File: src/rtl/i2c_as_pkg.sv
package i2c_as_pkg;

  // Upper nibble 0000 or 1111 marks a reserved (extension) address
  function automatic logic is_ext_code(input logic [3:0] nib);
    return (nib == 4'h0) || (nib == 4'hF);
  endfunction

  // Direction bit to transmit ownership: master owns on write (0), slave on read (1)
  function automatic logic xmit_from_dir(input logic master, input logic dir);
    return master ? ~dir : dir;
  endfunction

endpackage

File: src/rtl/first_byte_counter.sv
module first_byte_counter #(
  parameter int CNT_W    = 4,
  parameter int BYTE_BITS = 8
) (
  input  logic clk,
  input  logic rst_n,
  input  logic enable,
  input  logic start_det,
  input  logic stop_det,
  input  logic scl_rise,
  input  logic scl_fall,
  output logic last_rise,
  output logic ack_fall
);
  localparam logic [CNT_W-1:0] LAST_M1 = CNT_W'(BYTE_BITS - 1);
  localparam logic [CNT_W-1:0] ACK_CNT = CNT_W'(BYTE_BITS + 1);

  logic [CNT_W-1:0] cnt_q;
  logic             active_q;

  always_ff @(posedge clk or negedge rst_n) begin
    if (!rst_n) begin
      cnt_q    <= '0;
      active_q <= 1'b0;
    end else if (!enable || stop_det) begin
      cnt_q    <= '0;
      active_q <= 1'b0;
    end else if (start_det) begin
      cnt_q    <= '0;
      active_q <= 1'b1;
    end else if (active_q) begin
      if (scl_rise && cnt_q != ACK_CNT) cnt_q <= cnt_q + 1'b1;
      if (scl_fall && cnt_q == ACK_CNT) active_q <= 1'b0;
    end
  end

  assign last_rise = active_q && scl_rise && (cnt_q == LAST_M1);
  assign ack_fall  = active_q && scl_fall && (cnt_q == ACK_CNT);
endmodule

File: src/rtl/status_flags.sv
module status_flags
  import i2c_as_pkg::*;
(
  input  logic clk,
  input  logic rst_n,
  input  logic enable,
  input  logic is_master,
  input  logic start_det,
  input  logic stop_det,
  input  logic start_gen,
  input  logic exit_req,
  input  logic wait_cancel,
  input  logic arb_lost,
  input  logic last_rise,
  input  logic ack_fall,
  input  logic ext_hit,
  input  logic addr_hit,
  input  logic dir_bit,
  output logic addr_clr,
  output logic xmit_clr,
  output logic ext_flag,
  output logic match_flag,
  output logic xmit_flag,
  output logic drive_ok
);
  logic en_q, ext_q, match_q, xmit_q, drive_q;
  logic en_fall, ext_nxt, match_nxt, xmit_nxt, idle_nxt, role_clr, drive_clr;

  assign en_fall  = en_q && !enable;
  assign addr_clr = start_det || stop_det || exit_req || en_fall || !enable;

  always_comb begin
    ext_nxt   = ext_q;
    match_nxt = match_q;
    if (addr_clr) begin
      ext_nxt   = 1'b0;
      match_nxt = 1'b0;
    end else if (last_rise) begin
      if (ext_hit)  ext_nxt   = 1'b1;
      if (addr_hit) match_nxt = 1'b1;
    end
  end

  assign idle_nxt = !is_master && !ext_nxt && !match_nxt;
  assign role_clr = is_master ? start_gen : start_det;
  assign xmit_clr = stop_det || exit_req || en_fall || !enable || wait_cancel ||
                    arb_lost || role_clr || idle_nxt;

  always_comb begin
    xmit_nxt = xmit_q;
    if (xmit_clr)       xmit_nxt = 1'b0;
    else if (last_rise) xmit_nxt = xmit_from_dir(is_master, dir_bit);
  end

  assign drive_clr = start_det || start_gen || stop_det || !enable;

  always_ff @(posedge clk or negedge rst_n) begin
    if (!rst_n) begin
      en_q    <= 1'b0;
      ext_q   <= 1'b0;
      match_q <= 1'b0;
      xmit_q  <= 1'b0;
      drive_q <= 1'b0;
    end else begin
      en_q    <= enable;
      ext_q   <= ext_nxt;
      match_q <= match_nxt;
      xmit_q  <= xmit_nxt;
      if (drive_clr)     drive_q <= 1'b0;
      else if (ack_fall) drive_q <= 1'b1;
    end
  end

  assign ext_flag   = ext_q;
  assign match_flag = match_q;
  assign xmit_flag  = xmit_q;
  assign drive_ok   = drive_q;
endmodule

File: src/rtl/i2c_addr_status.sv
module i2c_addr_status
  import i2c_as_pkg::*;
#(
  parameter int ADDR_W = 7,
  parameter int CNT_W  = 4
) (
  input  logic              clk,
  input  logic              rst_n,
  input  logic              enable,
  input  logic              is_master,
  input  logic              start_det,
  input  logic              stop_det,
  input  logic              start_gen,
  input  logic              scl_rise,
  input  logic              scl_fall,
  input  logic [ADDR_W:0]   first_byte,
  input  logic [ADDR_W-1:0] own_addr,
  input  logic              exit_req,
  input  logic              wait_cancel,
  input  logic              arb_lost,
  output logic              ext_flag,
  output logic              match_flag,
  output logic              xmit_flag,
  output logic              sda_oe
);
  localparam int BYTE_BITS = ADDR_W + 1;

  logic last_rise, ack_fall, ext_hit, addr_hit, addr_clr, xmit_clr, drive_ok;

  assign ext_hit  = is_ext_code(first_byte[ADDR_W -: 4]);
  assign addr_hit = (first_byte[ADDR_W:1] == own_addr);

  first_byte_counter #(.CNT_W(CNT_W), .BYTE_BITS(BYTE_BITS)) u_cnt (
    .clk(clk), .rst_n(rst_n), .enable(enable),
    .start_det(start_det), .stop_det(stop_det),
    .scl_rise(scl_rise), .scl_fall(scl_fall),
    .last_rise(last_rise), .ack_fall(ack_fall)
  );

  status_flags u_flags (
    .clk(clk), .rst_n(rst_n), .enable(enable), .is_master(is_master),
    .start_det(start_det), .stop_det(stop_det), .start_gen(start_gen),
    .exit_req(exit_req), .wait_cancel(wait_cancel), .arb_lost(arb_lost),
    .last_rise(last_rise), .ack_fall(ack_fall),
    .ext_hit(ext_hit), .addr_hit(addr_hit), .dir_bit(first_byte[0]),
    .addr_clr(addr_clr), .xmit_clr(xmit_clr),
    .ext_flag(ext_flag), .match_flag(match_flag), .xmit_flag(xmit_flag),
    .drive_ok(drive_ok)
  );

  assign sda_oe = xmit_flag && drive_ok;
endmodule

File: config.mk
export PLATFORM = sky130hd
export DESIGN_NAME = i2c_addr_status
export DESIGN_NICKNAME = d
export VERILOG_FILES = /design/src/rtl/i2c_as_pkg.sv /design/src/rtl/first_byte_counter.sv /design/src/rtl/status_flags.sv /design/src/rtl/i2c_addr_status.sv
export SDC_FILE = /design/constraint.sdc
export NUM_CORES = 1
export LEC_CHECK = 0
export CAP_MARGIN = 20
export CORE_MARGIN = 4
export CORE_UTILIZATION = 42
export CTS_BUF_LIST = sky130_fd_sc_hd__clkbuf_4
export DETAILED_ROUTE_END_ITERATION = 10
export PLACE_DENSITY = 0.91
export RECOVER_POWER = 25
export SYNTH_ARGS = -nofsm -noshare
export SYNTH_HDL_FRONTEND = slang
export SYNTH_SLANG_ARGS = --single-unit
File: constraint.sdc
create_clock -name clk -period 2.3 [get_ports clk]
set_clock_uncertainty 0.05 [all_clocks]
set_input_delay 0.46 -clock clk [delete_from_list [all_inputs] [get_ports clk]]
set_output_delay 0.46 -clock clk [all_outputs]
set_load 0.1 [all_outputs]
==> metrics.txt <==
run status=finished, final reports clean; ports placed on the boundary=31; hold violation total from the final report=0; headroom to the max-slew limit=72.0%; I/O Buffers=30; capturing element type of the critical path=register; count of final max-slew check failures=0; slew of the pin with the lowest slew margin=0.418 ns; Synth top area share=39.4%; commonest cells after routing, fill and taps aside=sky130_fd_sc_hd__clkdlybuf4s50_1, sky130_fd_sc_hd__dfrtp_1, sky130_fd_sc_hd__xor2_1, sky130_fd_sc_hd__nor2_1, sky130_fd_sc_hd__nand2_1; share of the cycle needed by the critical path after routing=78.5%; maximum capacitance violations=0; Synth Net Count=88; GRT Total Usage=14.2%; area share of and/or/nand/nor cells after synthesis=27.6%; largest fanout on the critical path=3; total via count in the routed design=554; area growth from synthesis to final layout=58.0%; final non-filler cell area=903 sq um; data required time at the worst endpoint=2.44 ns; critical path type=in2reg; number of instances resized during post-cts repair=0; final cell utilization of the core=70.3%; number of DRC violations after detailed routing=0; time the worst path needs with I/O delays and setup=1.81 ns; post-detailed-placement half-perimeter wirelength=1.15 mm; Data arrival, critical path=1.95 ns; average detailed-routed wire length per instance=13.1 um; starting utilization of the core area=44.5%; TNS Setup=0 ns; total power density per cell area=404 nW/um^2; maximum number of pins on one net before global-route repair=10; total congestion overflow=0; synthesized-area fraction occupied by adder cells=4.38%; leakage power=0.000369 uW; post-placement cell area=873 sq um; fraction of layout instances using a drive strength above 1=12.0%; final estimated routing congestion in global placement=0.749; Critical Path Source Type=primary input; Clock Tree Root=sky130_fd_sc_hd__clkbuf_4; average size of a mapped cell=9.69 sq um; maximum clock frequency=554 MHz; synthesis warning total=0; initial antenna violation count=0; full die area=2020 sq um; cell type with the largest total area after synthesis=sky130_fd_sc_hd__dfrtp_1; class of the tightest hold or removal check=in2async; total number of nets in the final design=122; worst voltage drop across the vdd grid=0.000383 V; first-pass GRT wire length=2.10 mm; total clock sinks=9; Worst-path clk slew=0.06 ns; number of clock buffers inserted by TritonCTS=3; final setup fails=0; via/cell ratio=5.18; flops & latches, synth=9; CTS HTree Levels=1; Netlist Area Pre-Place=572 sq um; clock latency on the worst-skew pair=0.25 ns; post-cts hold buffer count=0; largest family of logic cells by synthesized area=simple AND/OR/NAND/NOR gates; Compound-Gate Fraction of Synth Area=7.66%; vertical die dimension=44.9 um; count of nets left with antenna violations after detail routing=0; total number of placement rows=13; placeable core region=1280 sq um; most common cell after layout, fill and taps aside=sky130_fd_sc_hd__clkdlybuf4s50_1; Syn Inst Count=59; routed wire length=1.40 mm; final-layout fill cell count=110; number of search-and-repair iterations in the first detailed-routing pass=2; initial DRC count=4; Post-Synth XOR/XNOR Area=15.3%; distinct cell type count after synthesis=26; buffer levels on the longest clock path=2; number of diodes=0; area of all sequential standard cells=225 sq um; proportion of synthesized chip area in sequential cells=39.4%; Post-CTS Repair Setup Buffers=0; dominant cells by area after synthesis=sky130_fd_sc_hd__dfrtp_1, sky130_fd_sc_hd__xor2_1, sky130_fd_sc_hd__ha_1; Fin Hold WS=0.522 ns; number of global-route vias before repair=540; Die Width=44.9 um; unrepaired setup endpoints after global routing=false; Multi-input gate area=335 sq um; CTS tree=built; multiplexer area fraction after synthesis=3.72%
state kept, by name, indices dropped and copies added (netlist names):
register,flops
u_flags.match_flag,1
u_cnt.active_q,1
u_flags.ext_flag,1
u_flags.drive_ok,1
u_cnt.cnt_q,4
u_flags.xmit_flag,1
worst paths after layout:
path | from | to | slack, ns | cells after the start
setup / recovery | first_byte[4] | u_flags.xmit_flag$_DFFE_PN0P_ | 0.49 | 6
hold / removal | rst_n | u_cnt.cnt_q[0]$_DFFE_PN0P_ | 0.52 | 1
setup reg to reg | u_cnt.cnt_q[0]$_DFFE_PN0P_ | u_cnt.cnt_q[1]$_DFFE_PN0P_ | 0.65 | 5
hold reg to reg | u_flags.drive_ok$_DFFE_PN0P_ | u_flags.drive_ok$_DFFE_PN0P_ | 0.53 | 2
max in group asynchronous | rst_n | u_flags.match_flag$_DFF_PN0_ | 1.38 | 1
min in group clk | u_flags.drive_ok$_DFFE_PN0P_ | u_flags.drive_ok$_DFFE_PN0P_ | 0.53 | 2
cells in the mapped netlist:
cell	count
sky130_fd_sc_hd__dfrtp_1	9
sky130_fd_sc_hd__xor2_1	8
sky130_fd_sc_hd__nor2_1	6
sky130_fd_sc_hd__nand2_1	5
sky130_fd_sc_hd__a21oi_1	3
sky130_fd_sc_hd__nor3_1	3
sky130_fd_sc_hd__a31oi_1	2
sky130_fd_sc_hd__ha_1	2
sky130_fd_sc_hd__nand4_1	2
sky130_fd_sc_hd__nor4_1	2
sky130_fd_sc_hd__xnor2_1	2
sky130_fd_sc_hd__a211oi_1	1
sky130_fd_sc_hd__and2_1	1
sky130_fd_sc_hd__and3b_1	1
sky130_fd_sc_hd__clkbuf_4	1
sky130_fd_sc_hd__inv_1	1
sky130_fd_sc_hd__mux2_2	1
sky130_fd_sc_hd__mux2i_1	1
sky130_fd_sc_hd__nand2b_1	1
sky130_fd_sc_hd__nand3_1	1
sky130_fd_sc_hd__nand3b_1	1
sky130_fd_sc_hd__nor3_2	1
sky130_fd_sc_hd__nor3b_4	1
sky130_fd_sc_hd__o31a_1	1
sky130_fd_sc_hd__or2_1	1
sky130_fd_sc_hd__or4_1	1
final cells by class:
type	count	area share (%)
clock buffers	4	3.32
inverters	1	0.416
multi-input cells	48	37.1
flip-flops and latches	9	24.9
well taps	15	2.08
repair buffers	30	32.1
per-stage QoR:
step,total power (uW),cells,setup slack (ns)
final,365,107,0.494
after global placement,236,103,0.305
after floorplan,182,59,0.0127
after detailed placement,237,103,0.227
after global routing,382,107,0.451
after CTS,370,107,0.496
logic make-up (layout without fill, tap and decap cells):
| family | count (synthesis) | count (layout) |
|---|---|---|
| adder cells (fa/ha/maj) | 2 | 2 |
| XOR/XNOR | 10 | 10 |
| buffers and inverters | 2 | 35 |
| AND/OR/NAND/NOR | 27 | 27 |
| AO/OA/AOI/OAI | 7 | 7 |
| flip-flops | 9 | 9 |
| multiplexers | 2 | 2 |
where the power goes:
group	total [uW]	switching, uW	internal, uW	leakage [uW]
sequential	160	1.16	159	0.000125
clock	131	52.7	78.5	0.0000184
combinational	73.4	24.5	48.9	0.000225
worst max-delay path, stage by stage:
cell and delay (ns):
sky130_fd_sc_hd__clkdlybuf4s50_1 0.46, sky130_fd_sc_hd__or4_1 0.54, sky130_fd_sc_hd__nand2_1 0.08, sky130_fd_sc_hd__a21oi_1 0.08, sky130_fd_sc_hd__nor3_2 0.16, sky130_fd_sc_hd__o31a_1 0.15
metal layers:
metal | global-route usage (%) | wire length, um | vias to the layer above | share of wire, %
met4 | 7.02 | 10 | 0 | 0.71
met2 | 27.2 | 654 | 30 | 47
li1 | - | - | 276 | -
met1 | 12.7 | 539 | 246 | 38
met5 | 0 | 0 | - | 0
met3 | 5.18 | 198 | 2 | 14
(Power assumes the default switching activity.)
